$ cat src/rtl/sgw_pkg.sv
package sgw_pkg;

  localparam int DESC_BYTES = 8;
  localparam int LEN_W      = 17;
  localparam int BUF_AW     = 32;

  typedef enum logic [1:0] {
    ST_IDLE  = 2'd0,
    ST_EVAL  = 2'd1,
    ST_FETCH = 2'd2,
    ST_SEG   = 2'd3
  } walk_state_e;

  typedef struct packed {
    logic              fin;
    logic [LEN_W-1:0]  len;
    logic [BUF_AW-1:0] addr;
  } desc_t;

  // Byte count field: bit 0 dropped, zero means a full 64 KiB.
  function automatic logic [LEN_W-1:0] count_from_field(input logic [15:0] field);
    logic [15:0] even;
    even = field & 16'hFFFE;
    if (even == 16'h0000) return 17'h10000;
    return {1'b0, even};
  endfunction

endpackage

$ cat src/rtl/sgw_desc_decode.sv
module sgw_desc_decode
  import sgw_pkg::*;
(
  input  logic [63:0] raw,
  output desc_t       desc
);
  always_comb begin
    desc.addr = raw[31:0];
    desc.len  = count_from_field(raw[47:32]);
    desc.fin  = raw[63];
  end
endmodule

$ cat src/rtl/sgw_limit_check.sv
module sgw_limit_check #(
  parameter int PTR_W      = 32,
  parameter int PAGE_BYTES = 4096
) (
  input  logic [PTR_W-1:0] ptr,
  input  logic [PTR_W-1:0] base,
  input  logic             desc_empty,
  input  logic             fin_seen,
  output logic             past_page,
  output logic             exhausted
);
  localparam logic [PTR_W-1:0] PAGE_SPAN = PTR_W'(PAGE_BYTES);
  logic [PTR_W-1:0] span;
  always_comb begin
    span      = ptr - base;
    past_page = (span >= PAGE_SPAN);
    exhausted = desc_empty && (fin_seen || past_page);
  end
endmodule

$ cat src/rtl/sgw_seg_size.sv
module sgw_seg_size
  import sgw_pkg::*;
#(
  parameter int CNT_W = 24
) (
  input  logic [CNT_W-1:0] want,
  input  logic [LEN_W-1:0] avail,
  output logic [LEN_W-1:0] seg
);
  always_comb begin
    if (want > CNT_W'(avail)) seg = avail;
    else                      seg = want[LEN_W-1:0];
  end
endmodule

$ cat src/rtl/sgw_table_walker.sv
module sgw_table_walker
  import sgw_pkg::*;
#(
  parameter int PTR_W      = 32,
  parameter int CNT_W      = 24,
  parameter int PAGE_BYTES = 4096
) (
  input  logic             clk,
  input  logic             rst_n,
  input  logic [PTR_W-1:0] base_addr,
  input  logic             restart,
  input  logic             start,
  input  logic [CNT_W-1:0] req_bytes,
  output logic             rd_req,
  output logic [PTR_W-1:0] rd_addr,
  input  logic             rd_valid,
  input  logic [63:0]      rd_data,
  output logic             seg_valid,
  input  logic             seg_ready,
  output logic [31:0]      seg_addr,
  output logic [16:0]      seg_len,
  output logic             done,
  output logic             short_tbl,
  output logic             tbl_end
);
  localparam logic [PTR_W-1:0] PTR_STEP = PTR_W'(DESC_BYTES);

  walk_state_e       state_q;
  logic [PTR_W-1:0]  ptr_q, base_q;
  logic [CNT_W-1:0]  rem_q;
  logic [LEN_W-1:0]  dlen_q;
  logic [BUF_AW-1:0] daddr_q;
  logic              dfin_q;
  logic              done_q, short_q;

  desc_t             fetched;
  logic [LEN_W-1:0]  seg_n;
  logic              past_page, exhausted;

  // Named internal events
  logic ev_rd_accept, ev_seg_accept, ev_finish, ev_need_fetch, ev_issue, ev_short;

  sgw_desc_decode u_dec (.raw(rd_data), .desc(fetched));

  sgw_limit_check #(.PTR_W(PTR_W), .PAGE_BYTES(PAGE_BYTES)) u_lim (
    .ptr(ptr_q), .base(base_q), .desc_empty(dlen_q == '0), .fin_seen(dfin_q),
    .past_page(past_page), .exhausted(exhausted)
  );

  sgw_seg_size #(.CNT_W(CNT_W)) u_seg (.want(rem_q), .avail(dlen_q), .seg(seg_n));

  always_comb begin
    ev_rd_accept  = (state_q == ST_FETCH) && rd_valid;
    ev_seg_accept = (state_q == ST_SEG) && seg_ready;
    ev_short      = (state_q == ST_EVAL) && (rem_q != '0) && exhausted;
    ev_finish     = (state_q == ST_EVAL) && ((rem_q == '0) || exhausted);
    ev_need_fetch = (state_q == ST_EVAL) && (rem_q != '0) && (dlen_q == '0) && !exhausted;
    ev_issue      = (state_q == ST_EVAL) && (rem_q != '0) && (dlen_q != '0);
  end

  always_ff @(posedge clk or negedge rst_n) begin
    if (!rst_n) begin
      state_q <= ST_IDLE;
      ptr_q   <= '0;
      base_q  <= '0;
      rem_q   <= '0;
      dlen_q  <= '0;
      daddr_q <= '0;
      dfin_q  <= 1'b0;
      done_q  <= 1'b0;
      short_q <= 1'b0;
    end else begin
      done_q  <= ev_finish;
      short_q <= ev_short;
      unique case (state_q)
        ST_IDLE: begin
          if (restart) begin
            ptr_q  <= base_addr;
            base_q <= base_addr;
            dlen_q <= '0;
            dfin_q <= 1'b0;
          end
          if (start) begin
            rem_q   <= req_bytes;
            state_q <= ST_EVAL;
          end
        end
        ST_EVAL: begin
          if (ev_finish)          state_q <= ST_IDLE;
          else if (ev_need_fetch) state_q <= ST_FETCH;
          else if (ev_issue)      state_q <= ST_SEG;
        end
        ST_FETCH: begin
          if (ev_rd_accept) begin
            ptr_q   <= ptr_q + PTR_STEP;
            daddr_q <= fetched.addr;
            dlen_q  <= fetched.len;
            dfin_q  <= fetched.fin;
            state_q <= ST_EVAL;
          end
        end
        ST_SEG: begin
          if (ev_seg_accept) begin
            daddr_q <= daddr_q + BUF_AW'(seg_n);
            dlen_q  <= dlen_q - seg_n;
            rem_q   <= rem_q - CNT_W'(seg_n);
            state_q <= ST_EVAL;
          end
        end
        default: state_q <= ST_IDLE;
      endcase
    end
  end

  assign rd_req    = (state_q == ST_FETCH);
  assign rd_addr   = ptr_q;
  assign seg_valid = (state_q == ST_SEG);
  assign seg_addr  = daddr_q;
  assign seg_len   = seg_n;
  assign done      = done_q;
  assign short_tbl = short_q;
  assign tbl_end   = exhausted;

endmodule

$ cat config.mk
export PLATFORM = sky130hd
export DESIGN_NAME = sgw_table_walker
export DESIGN_NICKNAME = d
export VERILOG_FILES = /design/src/rtl/sgw_pkg.sv /design/src/rtl/sgw_desc_decode.sv /design/src/rtl/sgw_limit_check.sv /design/src/rtl/sgw_seg_size.sv /design/src/rtl/sgw_table_walker.sv
export SDC_FILE = /design/constraint.sdc
export NUM_CORES = 1
export LEC_CHECK = 0
export BUFFER_PORTS_ARGS = -buffer_cell sky130_fd_sc_hd__buf_4
export CAP_MARGIN = 25
export CORE_AREA = 8 8 233 235
export DETAILED_ROUTE_END_ITERATION = 10
export DIE_AREA = 0 0 241 243
export PLACE_DENSITY = 0.4
export SKIP_LAST_GASP = 1
export SLEW_MARGIN = 20
export SYNTH_ARGS = -nofsm -noshare
export SYNTH_HDL_FRONTEND = slang
export SYNTH_SLANG_ARGS = --single-unit
$ cat constraint.sdc
create_clock -name clk -period 6.9 [get_ports clk]
set_clock_uncertainty 0.15 [all_clocks]
set_input_delay 0.69 -clock clk [delete_from_list [all_inputs] [get_ports clk]]
set_output_delay 0.69 -clock clk [all_outputs]
set_load 0.02 [all_outputs]
-- Yosys cells after proc, flatten, opt, wreduce, memory -nomap -nowiden
Index checks and enable logic that the tools add are counted.
- add/subtract/negate cells: 5
- $lt $le $gt $ge: 2
- eq/ne operators: 8
- muxes and demuxes: 27
- reduce and logical (&&, ||, !) cells: 28
- operators by type and width (kind ; count):
    $mux W32 ; 4
    $pmux W32 S2 ; 2
    $mux W17 ; 6
    $pmux W17 S3 ; 1
    $mux W24 ; 2
    $pmux W24 S2 ; 1
    $add A32 B17 Y32 ; 1
    $add A32 B4 Y32 const B ; 1
    $ge A32 B13 Y1 const B ; 1
    $sub A32 B32 Y32 ; 1
    $gt A24 B17 Y1 ; 1
    $logic_not A24 Y1 ; 1
    $reduce_bool A24 Y1 ; 1
    $sub A24 B17 Y24 ; 1
    $logic_not A17 Y1 ; 1
    $reduce_bool A17 Y1 ; 1
    $sub A17 B17 Y17 ; 1
    $logic_not A16 Y1 ; 1
    $mux W2 ; 6
    $logic_and A1 B1 Y1 ; 9
    $reduce_and A3 Y1 ; 3
    $pmux W2 S4 ; 1
    $reduce_and A4 Y1 ; 2
    $reduce_bool A2 Y1 ; 3
    12 further kinds ; 18
- register bits: 142
- input port bits: 126
- output and inout bits: 86
- word-level logic and storage cells: 79

-- Logic depth before layout (Yosys ltp)
- depth after elaboration: 9
- depth in mapped cells: 25
- gate-level depth less buffers: 24

-- By module
Synthesis repeated with hierarchy kept, for this count alone.
- cell total of the unflattened synthesis: 1663
- area total of the unflattened synthesis: 12781.0 um^2
- modules (own cells, without submodules) (module ; times used ; cells each ; area an instance (um^2) ; sequential area each (um^2)):
    sgw_table_walker ; 1 ; 1189 ; 9521.6 ; 3553.4
    sgw_limit_check ; 1 ; 336 ; 2192.1 ; 0.0
    sgw_seg_size ; 1 ; 83 ; 719.4 ; 0.0
    sgw_desc_decode ; 1 ; 55 ; 347.8 ; 0.0

-- Worst setup path after synthesis
Ideal clock, no wire load.
- path type: register to register
- start point: register dlen_q[1]
- end point: register daddr_q[16], in the netlist seg_addr[16]
- setup time: 0.125 ns
- data arrival time: 5.392 ns
- required time: 6.625 ns
- path slack: 1.233 ns
- stages on the path, launching flop included: 24
- buffers on the path: 1
- clock period less this slack: 5.667 ns
- path through: dfrtp_1 -> inv_1 -> ha_1 -> nor2b_1 -> o21a_1 -> o21a_1 -> o21a_1 -> o211ai_1 -> a311oi_1 -> o41ai_1 -> clkbuf_1 -> o21ai_0 -> ha_1 -> fa_1 -> a21o_1 -> a21oi_1 -> o21bai_1 -> nand3_1 -> a21boi_0 -> o311a_1 -> o21a_1 -> or3_1 -> a311oi_1 -> nor2_1
- longest elaborated chain between the ends: 5
- ends and longest elaborated chain (item ; line ; RTL):
    from (decl) ; sgw_table_walker.sv:31 ; logic [LEN_W-1:0] dlen_q;
    from (signal assigned) ; sgw_table_walker.sv:97 ; dlen_q <= fetched.len;
    from (signal assigned) ; sgw_table_walker.sv:105 ; dlen_q <= dlen_q - seg_n;
    $gt A24 B17 Y1 ; sgw_seg_size.sv:11 ; if (want > CNT_W'(avail)) seg = avail;
    $mux W17 ; sgw_seg_size.sv:11 ;
    named net seg_len[0] ; sgw_table_walker.sv:21 ; output logic [16:0] seg_len,
    $add A32 B17 Y32 ; sgw_table_walker.sv:104 ; daddr_q <= daddr_q + BUF_AW'(seg_n);
    $mux W32 ; sgw_table_walker.sv:103 ; if (ev_seg_accept) begin
    $pmux W32 S2 ; sgw_table_walker.sv:75 ; unique case (state_q)
    to (signal assigned) ; sgw_table_walker.sv:96 ; daddr_q <= fetched.addr;
    to (signal assigned) ; sgw_table_walker.sv:104 ;
    to (decl) ; sgw_table_walker.sv:32 ; logic [BUF_AW-1:0] daddr_q;
The timed path passes the listed nets, and every way through them passes these cells. The select of a mux whose other input is x is not followed.
A chain may end at the register's enable or synchronous reset.

-- Worst setup path in the final report
- start point: register rem_q[19]
- end point: register dlen_q[16]
- longest elaborated chain between the ends: 5
- ends and longest elaborated chain (item ; line ; RTL):
    from (decl) ; sgw_table_walker.sv:30 ; logic [CNT_W-1:0] rem_q;
    from (signal assigned) ; sgw_table_walker.sv:84 ; rem_q <= req_bytes;
    from (signal assigned) ; sgw_table_walker.sv:106 ; rem_q <= rem_q - CNT_W'(seg_n);
    $gt A24 B17 Y1 ; sgw_seg_size.sv:11 ;
    $mux W17 ; sgw_seg_size.sv:11 ;
    $sub A17 B17 Y17 ; sgw_table_walker.sv:105 ;
    $mux W17 ; sgw_table_walker.sv:103 ;
    $pmux W17 S3 ; sgw_table_walker.sv:75 ;
No other way between the ends. The select of a mux whose other input is x is not followed.

==> flow_summary.yaml <==
synthesis:
  synth_ff_type: "dfrtp_1"
  yosysTopAreaCellShare_pct: 30.9
  ys_ff_latch: 142
  syn-instance-count: 1488
  synth_area_leader_cell: "dfrtp_1"
  synth-compound-area-share_pct: 27.2
  yosys.area_share.adder_pct: 11.5
  ys_top_cells_by_area: "dfrtp_1 31%, ha_1 11%, a21oi_1 7.5%"
  synth_edf_count: 0
  synth_mux_area_share_pct: 0.708
  yosys.cell_types.count: 81
  synth_top_family_by_area: "compound AO/OA/AOI/OAI gates"
  syn_nets: 1717
  synth_xor_area_share_pct: 3.36
  synthesis.area_mm2: 0.0115
  synthArstFlopShare_pct: 100
  yosys.area_share.simple_pct: 20.5
  synth_commonest_cells: "175 x nand2_1, 173 x a21oi_1, 142 x dfrtp_1"
  ys_seq_area_share_pct: 30.9
  synth_area_per_cell_um2: 7.72
  ys.warnings.count: 0
  synth.most_common_cell: "nand2_1"
pwr:
  power.leakage_nw: 6.43
  total_power_mw: 8.05
  ir_drop_mv: 0.239
  powerDensity_mw_per_mm2: 561
grt:
  grt_pass1_vias: 11800
  grt_pass1_wl_um: 67100
  grt-ovfl-total: 0
  track_usage_pct: 14.7
  antenna_found_initial: 2
  grt_max_degree: 91
setup_path:
  path_delay_family: "compound AO/OA/AOI/OAI gates"
  crit_arrival_ns: 6.50
  cp_max_fo: 26
  crit_buf_inv: 2
  critPathMaxStageDelay_ns: 0.63
  cp_cell_sequence: "nor4_2 -> nand3b_1 -> or4_1 -> a311oi_1 -> o41ai_4 -> buf_4 -> o21ai_0 -> ha_1 -> inv_1 -> fa_1 -> a21o_1 -> a21oi_1 -> o21bai_1 -> a211oi_1 -> o31ai_1 -> nor4_1 -> nor3_1 -> a211oi_1 -> xor2_1 -> o21ai_0"
  crit_path_end_kind: "register"
  cp-start-kind: "register"
  cp_data_required_time_ns: 7.10
  setup.worst_path.class: "register to register"
  slowest_stage: "or4_1"
clock_network:
  postCtsSetupBuffers: 0
  cts_tree: "built"
  cts_root_buf: "clkbuf_16"
  clk_pin_slew_ns: 0.07
  cts_buffer_depth: 2
  cts-htree-levels: 4
  numCtsBuffers: 17
  clk_latency_ns: 0.48
  cts_num_sinks: 142
drt:
  postRouteAntennaNets: 0
  drt-initial-drc-count: 468
  vias_per_cell: 4.84
  dr.pass1.iters: 4
  wl_per_cell_um: 18.4
  vias: 11300
  wl_um: 43000
  drc: 0
sta:
  rsz0062_at_grt: "false"
  slew_headroom_pct: 39.3
  period_needed_ns: 6.30
  tightestPinTransition_ns: 0.911
  setup_tns_ns: 0
  slew_violations: 0
  finalHoldViolCount: 0
  clock.fmax_mhz: 159
  timing.final.crit_share_pct: 91.3
  finalSetupViolCount: 0
worst_hold_path:
  worstHoldPathType: "input port to register"
cells_and_area:
  final_cells: 2345
  drive_gt1_share_pct: 16.7
  fin_nets: 1882
  syn_to_final_growth_pct: 24.9
floorplanning:
  core.rowCount: 83
  die_h_um: 243
  core_mm2: 0.0507
  start_util_pct: 22.7
  fp.dieW_um: 241
  ios: 212
  die_area_mm2: 0.0586
placement:
  hpwlAfterDp_um: 32600
  port-buffer-count: 195
  routabilityCongestion: 0.803
  dp.cells: 2312
run:
  drv_cap: 0
status:
  status: "finished clean"
## report_power, final
| group | total, mW | internal, mW | switching, mW | leakage, nW |
|---|---|---|---|---|
| clock | 1.07 | 0.647 | 0.419 | 0.303 |
| combinational | 5.36 | 2.21 | 3.14 | 4.48 |
| sequential | 1.63 | 1.19 | 0.436 | 1.64 |
## stage by stage
step | hold slack (ns) | instance area [um^2] | setup WS [ns] | util, %
after global placement | 0.314 | 13700 | 0.558 | 26.9
after detailed placement | 0.330 | 13700 | 0.513 | 27.0
after global routing | 0.258 | 14300 | 0.0253 | 28.3
after floorplan | 0.244 | 11500 | 1.23 | -
final | 0.278 | 14300 | 0.603 | 28.3
after CTS | 0.197 | 14300 | 0.489 | 28.2
## cell type report
cell class,count,area [um^2]
diodes,1,2.50
multi-input cells,1180,7310
clock buffers,20,447
flip-flops and latches,142,3550
repair buffers,212,1620
inverters,100,375
fillers,5566,36300
clock inverters,10,188
well taps,680,851
## tightest hold or removal path, stage by stage
cell	delay, ns
buf_4	0.08
nand2_1	0.04
o21ai_0	0.06
## routing by layer
layer  global-route usage, %  vias to the layer above  share of wire, %
met5                       0                        -             0.030
met4                    5.05                        2               2.0
met3                    4.11                       44               5.8
met2                    25.2                      221                48
met1                    17.4                     5372                44
li1                        -                     5702                 -
## registers in the layout, indices dropped and copies added, names as in the netlist
signal     flops
base_q        32
rd_addr       32
seg_addr      32
rem_q         24
dlen_q        17
state_q        2
dfin_q         1
done           1
short_tbl      1
## cells in the final DEF (no fill, tap or decap), drive strengths merged, types with 9 or more instances in the layout
cell	instances
or3	18
nor3	30
nand2	175
a21oi	174
o21a	19
o211ai	12
dfrtp	142
a21o	25
a211oi	13
o22ai	32
nor2	137
ha	99
inv	101
nor4	16
a31oi	23
buf	211
o31ai	13
xor2	19
nand4	17
nand3	42
and3	17
xnor2	25
nand2b	11
nor2b	9
clkbuf	20
o21ai	146
## cell families after synthesis
| family | after synthesis |
|---|---|
| flip-flops | 142 |
| multiplexers | 8 |
| AO/OA/AOI/OAI | 519 |
| AND/OR/NAND/NOR | 506 |
| adder cells (fa/ha/maj) | 103 |
| XOR/XNOR | 44 |
| buffers and inverters | 166 |
## what timing repair did
item,4_1_cts,5_1_grt
setup endpoints to repair,0,1
hold buffers,0,1
gates resized for setup,0,2
endpoints found under the hold margin,0,7
## worst paths after layout
kind,slack (ns),endpoint,depth (start not counted),startpoint
worst max-delay path,0.60,dlen_q[16],20,rem_q[19]
worst min-delay path,0.28,base_q[17],3,base_addr[17]
worst max register to register,0.60,dlen_q[16],20,rem_q[19]
worst min register to register,0.34,base_q[0],2,base_q[0]
max in group asynchronous,4.55,rem_q[23],4,rst_n
min in group asynchronous,0.54,seg_addr[27],2,rst_n
(Power assumes the default switching activity.)
